## src/rtl/hb_pkg.sv

```systemverilog
package hb_pkg;
  typedef enum logic [1:0] {
    PWM_LO   = 2'b00,
    PWM_HI   = 2'b01,
    PWM_MID  = 2'b10,
    PWM_MIDX = 2'b11
  } pwm_lvl_e;

  typedef enum logic [1:0] {
    REQ_OFF = 2'b00,
    REQ_HI  = 2'b01,
    REQ_LO  = 2'b10
  } req_kind_e;

  typedef struct packed {
    req_kind_e kind;
    logic      force_off;  // bypass high-side minimum on-time
  } gate_req_t;
endpackage

```

## src/rtl/hb_sync.sv

```systemverilog
module hb_sync #(
  parameter int             W       = 1,
  parameter logic [W-1:0]   RST_VAL = '0
) (
  input  logic         clk_i,
  input  logic         rst_ni,
  input  logic [W-1:0] d_i,
  output logic [W-1:0] q_o
);
  for (genvar b = 0; b < W; b++) begin : g_bit
    logic [1:0] ff;
    always_ff @(posedge clk_i or negedge rst_ni) begin
      if (!rst_ni) ff <= {2{RST_VAL[b]}};
      else         ff <= {ff[0], d_i[b]};
    end
    assign q_o[b] = ff[1];
  end
endmodule

```

## src/rtl/hb_mode_arb.sv

```systemverilog
module hb_mode_arb
  import hb_pkg::*;
#(
  parameter int HOLD_CYC = 8,
  parameter int PRE_CYC  = 12
) (
  input  logic      clk_i,
  input  logic      rst_ni,
  input  pwm_lvl_e  pwm_s_i,
  input  logic      dis_s_i,
  input  logic      skip_s_i,
  input  logic      ok_s_i,
  output gate_req_t req_o,
  output logic      pre_act_o,
  output logic      tri_hit_o
);
  localparam int HW = $clog2(HOLD_CYC + 1);
  localparam int PW = $clog2(PRE_CYC + 1);
  localparam logic [HW-1:0] HOLD_V = HW'(HOLD_CYC);
  localparam logic [PW-1:0] PRE_V  = PW'(PRE_CYC);

  logic [HW-1:0] mid_cnt;
  logic [PW-1:0] pre_cnt;
  logic          dis_q;
  logic          last_hi;
  logic          is_mid, dis_rise, eff_hi;

  assign is_mid    = pwm_s_i[1];
  assign dis_rise  = dis_s_i & ~dis_q;
  assign pre_act_o = dis_rise | (pre_cnt != '0);
  assign tri_hit_o = is_mid & (mid_cnt == HOLD_V);
  // short mid excursions keep the last two-level decision
  assign eff_hi    = is_mid ? last_hi : pwm_s_i[0];

  always_ff @(posedge clk_i or negedge rst_ni) begin
    if (!rst_ni) begin
      mid_cnt <= '0;
      pre_cnt <= '0;
      dis_q   <= 1'b0;
      last_hi <= 1'b0;
    end else begin
      dis_q <= dis_s_i;
      if (!is_mid) begin
        mid_cnt <= '0;
        last_hi <= pwm_s_i[0];
      end else if (mid_cnt != HOLD_V) begin
        mid_cnt <= mid_cnt + 1'b1;
      end
      if (!ok_s_i || !dis_s_i)  pre_cnt <= '0;
      else if (dis_rise)        pre_cnt <= PRE_V - 1'b1;
      else if (pre_cnt != '0)   pre_cnt <= pre_cnt - 1'b1;
    end
  end

  always_comb begin
    req_o = '{kind: REQ_OFF, force_off: 1'b1};
    if (!ok_s_i || !dis_s_i) begin
      req_o = '{kind: REQ_OFF, force_off: 1'b1};
    end else if (pre_act_o) begin
      req_o = '{kind: REQ_LO, force_off: 1'b1};
    end else if (tri_hit_o) begin
      req_o = '{kind: REQ_OFF, force_off: 1'b1};
    end else if (eff_hi) begin
      req_o = '{kind: REQ_HI, force_off: 1'b0};
    end else if (!skip_s_i) begin
      req_o = '{kind: REQ_OFF, force_off: 1'b0};
    end else begin
      req_o = '{kind: REQ_LO, force_off: 1'b0};
    end
  end
endmodule

```

## src/rtl/hb_gate_stage.sv

```systemverilog
module hb_gate_stage
  import hb_pkg::*;
#(
  parameter int DEAD_CYC   = 2,
  parameter int MIN_ON_CYC = 6
) (
  input  logic      clk_i,
  input  logic      rst_ni,
  input  gate_req_t req_i,
  output logic      gate_hi_o,
  output logic      gate_lo_o
);
  localparam int DW = $clog2(DEAD_CYC + 1);
  localparam int MW = $clog2(MIN_ON_CYC + 1);
  localparam logic [DW-1:0] DEAD_V = DW'(DEAD_CYC);
  localparam logic [MW-1:0] MIN_V  = MW'(MIN_ON_CYC);

  logic          hi_q, lo_q, hi_d, lo_d;
  logic [DW-1:0] idle_cnt;
  logic [MW-1:0] hi_cnt;
  logic          idle_ok, hold_hi;

  assign idle_ok = (idle_cnt >= DEAD_V);
  assign hold_hi = hi_q & (hi_cnt < MIN_V - 1'b1) & ~req_i.force_off;

  always_comb begin
    hi_d = 1'b0;
    lo_d = 1'b0;
    unique case (req_i.kind)
      REQ_HI: hi_d = hi_q | (~lo_q & idle_ok);
      REQ_LO: begin
        if (hold_hi) hi_d = 1'b1;
        else         lo_d = lo_q | (~hi_q & idle_ok);
      end
      default: hi_d = hold_hi;
    endcase
  end

  always_ff @(posedge clk_i or negedge rst_ni) begin
    if (!rst_ni) begin
      hi_q     <= 1'b0;
      lo_q     <= 1'b0;
      idle_cnt <= '0;
      hi_cnt   <= '0;
    end else begin
      hi_q <= hi_d;
      lo_q <= lo_d;
      if (hi_q || lo_q)  idle_cnt <= '0;
      else if (!idle_ok) idle_cnt <= idle_cnt + 1'b1;
      if (!hi_q)                hi_cnt <= '0;
      else if (hi_cnt != MIN_V) hi_cnt <= hi_cnt + 1'b1;
    end
  end

  assign gate_hi_o = hi_q;
  assign gate_lo_o = lo_q;
endmodule

```

## src/rtl/hb_gate_ctrl.sv

```systemverilog
module hb_gate_ctrl
  import hb_pkg::*;
#(
  parameter int DEAD_CYC   = 2,
  parameter int MIN_ON_CYC = 6,
  parameter int HOLD_CYC   = 8,
  parameter int PRE_CYC    = 12
) (
  input  logic       clk_i,
  input  logic       rst_ni,
  input  logic [1:0] pwm_lvl_i,
  input  logic       dis_ni,
  input  logic       skip_ni,
  input  logic       supply_ok_i,
  output logic       gate_hi_o,
  output logic       gate_lo_o
);
  localparam int SW = 5;
  // reset reads as: pwm low, disabled, skip inactive, supply not good
  localparam logic [SW-1:0] SYNC_RST = 5'b00_0_1_0;

  logic [SW-1:0] sync_q;
  pwm_lvl_e      pwm_s;
  logic          dis_s, skip_s, ok_s;
  logic          pre_act, tri_hit;
  gate_req_t     req;

  hb_sync #(.W(SW), .RST_VAL(SYNC_RST)) i_sync (
    .clk_i (clk_i),
    .rst_ni(rst_ni),
    .d_i   ({pwm_lvl_i, dis_ni, skip_ni, supply_ok_i}),
    .q_o   (sync_q)
  );

  assign pwm_s  = pwm_lvl_e'(sync_q[4:3]);
  assign dis_s  = sync_q[2];
  assign skip_s = sync_q[1];
  assign ok_s   = sync_q[0];

  hb_mode_arb #(.HOLD_CYC(HOLD_CYC), .PRE_CYC(PRE_CYC)) i_arb (
    .clk_i    (clk_i),
    .rst_ni   (rst_ni),
    .pwm_s_i  (pwm_s),
    .dis_s_i  (dis_s),
    .skip_s_i (skip_s),
    .ok_s_i   (ok_s),
    .req_o    (req),
    .pre_act_o(pre_act),
    .tri_hit_o(tri_hit)
  );

  hb_gate_stage #(.DEAD_CYC(DEAD_CYC), .MIN_ON_CYC(MIN_ON_CYC)) i_stage (
    .clk_i    (clk_i),
    .rst_ni   (rst_ni),
    .req_i    (req),
    .gate_hi_o(gate_hi_o),
    .gate_lo_o(gate_lo_o)
  );
endmodule

```

## config.mk

```make
export PLATFORM = sky130hd
export DESIGN_NAME = hb_gate_ctrl
export DESIGN_NICKNAME = d
export VERILOG_FILES = /design/src/rtl/hb_pkg.sv /design/src/rtl/hb_sync.sv /design/src/rtl/hb_mode_arb.sv /design/src/rtl/hb_gate_stage.sv /design/src/rtl/hb_gate_ctrl.sv
export SDC_FILE = /design/constraint.sdc
export NUM_CORES = 1
export LEC_CHECK = 0
export BUFFER_PORTS_ARGS = -buffer_cell sky130_fd_sc_hd__clkbuf_2
export CORE_ASPECT_RATIO = 1.4
export CORE_MARGIN = 2
export CORE_UTILIZATION = 45
export CTS_CLUSTER_SIZE = 14
export DETAILED_ROUTE_END_ITERATION = 6
export HOLD_SLACK_MARGIN = 0.05
export SLEW_MARGIN = 10
export SYNTH_ARGS = -nofsm -noshare
export SYNTH_HDL_FRONTEND = slang
export SYNTH_HIERARCHICAL = 1
export SYNTH_SLANG_ARGS = --single-unit
```

## constraint.sdc

```tcl
create_clock -name clk_i -period 4.2 [get_ports clk_i]
set_input_delay 0 -clock clk_i [delete_from_list [all_inputs] [get_ports clk_i]]
set_output_delay 0 -clock clk_i [all_outputs]
set_load 0.01 [all_outputs]
```

==> out/metrics.csv, run 1 <==
stage,metric,value,unit
detailed_routing,wl_per_cell,10.9,microns
worst_setup_path,rrSetupSlack,2.47,ns
worst_setup_path,rr_worst_depth,7,
clocking,cts_buffers,3,
power,swShare,27.4,%
synthesis,synth.top_cell.area_share,53.3,%
worst_setup_path,r2r_end,i_stage/gate_hi_o,
placed_design,dp_hpwl,1.12,mm
synthesis,syn-num-nets,113,
worst_setup_path,cp.arrival,1.99,ns
detailed_routing,drcViolationCount,0,
worst_setup_path,worst-path-max-fanout,5,
layout,area_growth,11.2,%
die,core,2440,sq um
die,die_w,47.2,microns
power,pwr-share-seq,59.2,%
global_routing,grt_pass1_vias,722,
worst_setup_path,crit_required,4.47,ns
clocking,post_cts_buffers,0,
worst_setup_path,startpoint_type,flop,
clocking,hold_buffers,6,
die,ios,9,
global_routing,overflow,0,
global_routing,grt_max_degree,28,
outcome,outcome,"complete, no violations",
timing,max_freq,579,MHz
synthesis,syn_avg_cell_area,11.7,sq um
clocking,cts_resized,0,
layout,final_common_cell,dfrtp_1,
synthesis,ys_warn_count,6,
power,power.internal,369,uW
power,power_per_cell_area,390,nW/um^2
die,dieArea,3040,sq um
worst_setup_path,end_kind,flop,
timing,fin_tns_setup,0,ns
die,start_util,48.0,%
power,combPwrFrac,18.9,%
detailed_routing,vias,710,
run,cap_violations,0,
worst_setup_path,crit_type,reg -> reg,
timing,skew,0.00516,ns
global_routing,gr-usage-all-layers,13.5,%
layout,final_cell_mix,"dfrtp_1 (25), inv_1 (10), clkbuf_2 (8)",
hold_path,hold_class,in -> async,
global_routing,grt_pass1_wl,2.90,mm
timing,drv_slew,0,
power,total_power,509,uW
layout,num-fill-cells,210,
synthesis,synth_cell_type_count,29,
timing,worstMarginPinSlew,0.638,ns
clocking,clk_path_buf_depth,2,
clocking,cts_tree,yes,
placed_design,globalplace.congestion,0.678,
power,irDropWorstVdd,0.274,mV
worst_setup_path,r2r_start,i_arb/pre_cnt[0],
detailed_routing,ant_nets,0,
placed_design,io_buffer_count,8,
detailed_routing,viasPerCell,4.83,
synthesis,netlist_instances,100,
power,p_leak,0.000641,uW
synthesis,synth_top_cell_by_area,dfrtp_1,
synthesis,synth.area.top_cells,"dfrtp_1 (53%), ha_1 (6.4%), dfstp_2 (4.5%), xnor2_1 (3.7%), mux2i_1 (3.4%)",
synthesis,synth_area,1170,sq um
timing,finalCriticalPeriod,1.73,ns
clocking,cts_sinks,27,
synthesis,synth_seq_area_share,57.8,%
layout,fin_nets,127,
timing,timing.hold.ws,0.208,ns
timing,period_share,41.1,%
layout,antenna_cells,0,
detailed_routing,drt-initial-drc-count,16,
clocking,path_clk_slew,0.14,ns
power,power_switching,140,uW
timing,slew_headroom,57.5,%
timing,hold_violations,0,
detailed_routing,dr.pass1.iters,4,
clocking,clockRootBuffer,clkbuf_4,
detailed_routing,wl,1.60,mm
timing,setup_viol,0,
global_routing,antenna_found_initial,0,
power,clkPwrFrac,21.9,%
die,die_h,64.4,microns
die,rows,21,
clocking,htree_levels,1,
clocking,insertion_delay,0.33,ns
layout,drive_gt1_share,15.0,%
synthesis,ys_seq_elements,27,
timing,rsz0062_at_grt,no,
-- critical path, stage by stage (launching register included) --
cell and delay, ns:
dfrtp_1 0.41, inv_1 0.09, ha_1 0.22, nor3b_4 0.30
o21ai_1 0.12, o21ba_1 0.20, nor2b_1 0.14, mux2i_1 0.18
-- per-layer routing --
layer / vias to the layer above / share of wire [%] / GRT usage [%]
met5: - / 0 / 0
met4: 0 / 3.5 / 9.38
met3: 5 / 2.1 / 1.67
met2: 10 / 50 / 22.1
met1: 340 / 44 / 15.3
li1: 355 / - / -
-- power groups by stage --
| stage | clock, uW | combinational, uW | sequential [uW] |
|---|---|---|---|
| floorplan | 0 | 75.1 | 302 |
| global placement | 0 | 88.9 | 305 |
| detailed placement | 0 | 94.1 | 306 |
| CTS | 117 | 98.2 | 301 |
| global route | 124 | 111 | 305 |
| finish | 111 | 96.2 | 301 |
-- final cells by class --
type	instances	area, sq um	share of cell area, %
timing repair buffer	14	100	7.67
inverter	10	37.5	2.88
tap	34	42.5	3.26
sequential	27	678	52.0
multi-input combinational	58	420	32.2
clock buffer	4	26.3	2.01
-- how the worst max path moves through the flow --
stage                      from                 to  slack, ns  cells after the start
6_report       i_arb/pre_cnt[0]  i_stage/gate_hi_o       2.47                      7
5_1_grt        i_arb/pre_cnt[0]  i_stage/gate_hi_o       2.30                      7
4_1_cts        i_arb/pre_cnt[0]  i_stage/gate_hi_o       2.45                      7
3_5_place_dp   i_arb/pre_cnt[0]  i_stage/gate_hi_o       2.48                      7
3_3_place_gp   i_arb/pre_cnt[0]  i_stage/gate_hi_o       2.50                      7
2_1_floorplan  i_arb/pre_cnt[0]  i_stage/gate_hi_o       2.65                      7
-- flip-flops by register name, summed over array words and instances, names as in the netlist --
signal,flops
i_sync/g_bit.ff,10
i_arb/mid_cnt,4
i_arb/pre_cnt,4
i_stage/hi_cnt,3
i_stage/idle_cnt,2
i_arb/dis_q,1
i_arb/last_hi,1
i_stage/gate_hi_o,1
i_stage/gate_lo_o,1
-- per-stage QoR --
| step | util [%] | instances | instance area, sq um | setup slack, ns |
|---|---|---|---|---|
| 4_1_cts | 53.4 | 147 | 1310 | 2.45 |
| 3_5_place_dp | 49.9 | 137 | 1220 | 2.48 |
| 3_3_place_gp | 49.9 | 137 | 1220 | 2.50 |
| 2_1_floorplan | - | 100 | 1170 | 2.65 |
| 5_1_grt | 53.4 | 147 | 1310 | 2.30 |
| 6_report | 53.4 | 147 | 1310 | 2.47 |
-- cells in the mapped netlist (all sizes together) --
master  count
a21oi       2
a311oi      1
a31oi       1
and2        3
and3        2
and4b       1
buf         5
dfrtp      25
dfstp       2
ha          6
inv        10
mux2i       4
nand2       7
nand3       3
nand3b      1
nand4b      1
nor2        7
nor2b       1
nor3        3
nor3b       1
o211a       1
o21ai       5
o21ba       2
o21bai      1
xnor2       5
-- cell families (layout without fill, tap and decap cells) --
group                      after synthesis  count (layout)  synth area share [%]
xor gates and xnor gates                 5               5                  3.73
buffers and inverters                   15              28                  6.40
adders and majority gates                6               6                  6.40
muxes                                    4               4                  3.41
DFF                                     27              27                  57.8
and+or+nand+nor                         30              30                  14.8
AOI/OAI and AO/OA                       13              13                  7.46
Power figures use the tool's default switching activity.
==> run 2, diff against run 1 <==
- clock period: 4.2 -> 1.6 ns (I/O delays scaled with it)
==> run 2 against run 1 <==
Net effect: die area is the same; maximum frequency grew 13%; utilization grew 2.7 points; register-to-register slack lost 2.4 ns; first-iteration DRC count shrank 50%; design area grew 5.1%; critical path depth is the same; power grew to 2.6 times the previous value; sequential share of layout area shrank 2.5 points; flip-flop and latch count is the same.
==> out/metrics.csv, run 2 (synthesis results as in run 1) <==
stage,metric,value,unit,change
detailed_routing,viasPerCell,4.90,,+1.5%
die,rows,21,,unchanged
layout,largest_register_ffs,10,,unchanged
worst_setup_path,worstPathCellList,"inv_1, ha_1, nand4b_1, and3_1, o21ba_2, nor2b_2, mux2i_1",,
detailed_routing,drt-initial-drc-count,8,,-8
clocking,insertion_delay,0.32,ns,about the same
power,power_per_cell_area,981,nW/um^2,+150%
layout,final_common_cell,dfrtp_1,,
layout,antenna_cells,0,,unchanged
clocking,cts_sinks,27,,unchanged
layout,drive_gt1_share,25.2,%,+10 points
die,dieArea,3040,sq um,unchanged
detailed_routing,wl,1.74,mm,+8.2%
timing,hold_violations,0,,unchanged
clocking,cts_tree,yes,,
power,irDropWorstVdd,0.692,mV,+150%
timing,finalCriticalPeriod,1.53,ns,-0.199 ns
layout,fin_nets,133,,+4.7%
detailed_routing,drcViolationCount,0,,unchanged
layout,final_cell_mix,"dfrtp_1 (25), inv_1 (8), clkbuf_2 (8)",,
worst_setup_path,critPathTopFamily,simple AND/OR/NAND/NOR gates,,
layout,top_regs,"i_sync/g_bit.ff (10), i_arb/mid_cnt (4), i_arb/pre_cnt (4)",,
die,ios,9,,unchanged
clocking,clk_path_buf_depth,2,,unchanged
worst_setup_path,startpoint_type,flop,,
global_routing,overflow,0,,unchanged
detailed_routing,vias,750,,+5.6%
power,p_leak,0.000667,uW,+4.1%
worst_setup_path,end_kind,flop,,
timing,setup_ws,0.0730,ns,-2.40 ns
placed_design,dp_hpwl,1.20,mm,+6.7%
worst_setup_path,crit_required,1.85,ns,-2.62 ns
timing,period_share,95.4,%,+54 points
worst_setup_path,worst-path-max-fanout,2,,-3
global_routing,grt_pass1_vias,773,,+7.1%
timing,drv_slew,0,,unchanged
timing,timing.hold.ws,0.208,ns,-0.000316 ns
worst_setup_path,rr_worst_depth,7,,unchanged
timing,skew,0.00573,ns,+0.000573 ns
worst_setup_path,r2r_start,i_arb/mid_cnt[0],,
worst_setup_path,crit_type,reg -> reg,,
global_routing,antenna_found_initial,0,,unchanged
placed_design,io_buffer_count,8,,unchanged
timing,setup_viol,0,,unchanged
detailed_routing,ant_nets,0,,unchanged
worst_setup_path,r2r_end,i_stage/gate_hi_o,,
global_routing,grt_max_degree,28,,unchanged
worst_setup_path,crit_buf_inv,1,,unchanged
placed_design,post-place-ws,0.0713,ns,-2.41 ns
worst_setup_path,crit_slowest_cell,dfrtp_1,,
timing,max_freq,655,MHz,+13%
die,start_util,48.0,%,unchanged
clocking,clockRootBuffer,clkbuf_4,,
layout,top_register,i_sync/g_bit.ff,,
hold_path,hold_class,in -> async,,
placed_design,dpl_cell_area,1250,sq um,+2.5%
layout,final_util,56.1,%,+2.7 points
layout,area_growth,16.8,%,
timing,slew_headroom,57.3,%,-0.17 points
die,die_h,64.4,microns,unchanged
placed_design,globalplace.congestion,0.666,,-1.8%
die,die_w,47.2,microns,unchanged
layout,num-fill-cells,228,,+8.6%
global_routing,grt_pass1_wl,3.03,mm,+4.5%
timing,worstMarginPinSlew,0.640,ns,+0.00256 ns
clocking,htree_levels,1,,unchanged
worst_setup_path,rrSetupSlack,0.07,ns,-2.40 ns
global_routing,gr-usage-all-layers,13.8,%,+0.32 points
clocking,path_clk_slew,0.14,ns,about the same
clocking,cts_buffers,3,,unchanged
worst_setup_path,critPathMaxStageDelay,0.41,ns,about the same
outcome,outcome,"complete, no violations",,
run,cap_violations,0,,unchanged
die,core,2440,sq um,unchanged
detailed_routing,dr.pass1.iters,2,,-2
layout,final_area,1370,sq um,+5.1%
worst_setup_path,cp.arrival,1.78,ns,-0.21 ns
timing,rsz0062_at_grt,yes,,
detailed_routing,wl_per_cell,11.3,microns,+3.9%
-- run 2: final cells by class --
cell class | count | area (sq um) | share of cell area, %
Sequential cell | 27 | 678 | 49.5
Multi-Input combinational cell | 58 | 440 | 32.1
Timing Repair Buffer | 20 | 145 | 10.6
Tap cell | 34 | 42.5 | 3.10
Inverter | 10 | 37.5 | 2.74
Clock buffer | 3 | 22.5 | 1.64
Clock inverter | 1 | 5.00 | 0.365
-- run 2: where the power goes --
part | switching (uW) | internal (uW)
clock network | 194 | 93.8
registers | 45.1 | 743
logic | 126 | 144
total | 365 | 981
-- run 2: how the worst max path moves through the flow --
stage | start | to | slack, ns | cells past startpoint
after global routing | i_arb/mid_cnt[1] | i_stage/gate_hi_o | -0.04 | 7
after global placement | i_arb/pre_cnt[0] | i_stage/gate_hi_o | 0.11 | 7
final | i_arb/mid_cnt[0] | i_stage/gate_hi_o | 0.07 | 7
after detailed placement | i_arb/mid_cnt[1] | i_stage/gate_hi_o | 0.07 | 8
after CTS | i_arb/pre_cnt[0] | i_stage/gate_hi_o | 0.02 | 7
after floorplan | i_arb/pre_cnt[0] | i_stage/gate_hi_o | 0.05 | 7
-- run 2: metrics by stage --
| step | cells | TNS, ns | total power [uW] |
|---|---|---|---|
| final | 153 | 0 | 1350 |
| after global routing | 153 | -0.0393 | 1440 |
| after CTS | 151 | 0 | 1360 |
| after detailed placement | 141 | 0 | 1050 |
| after global placement | 141 | 0 | 1040 |
| after floorplan | 100 | 0 | 990 |
-- run 2: worst register-to-register path, cell delays in order, from the launching register on --
cell and delay [ns]:
dfrtp_1 0.41, inv_1 0.06, ha_1 0.14, nand4b_1 0.13
and3_1 0.19, o21ba_2 0.22, nor2b_2 0.12, mux2i_1 0.18
-- run 2: routing by layer --
layer	vias to the layer above	part of all wire (%)	track usage, %
met3	4	1.6	1.67
met4	0	2.4	7.29
li1	367	-	-
met5	-	0	0
met2	9	52	23.3
met1	370	44	16.1
-- run 2: repair_timing --
action / 4_1_cts / 5_1_grt
hold buffers: 6 / 0
setup endpoints to repair: 0 / 2
gates resized for setup: 0 / 7
buffers inserted: 0 / 2
hold endpoints to repair: 30 / 0
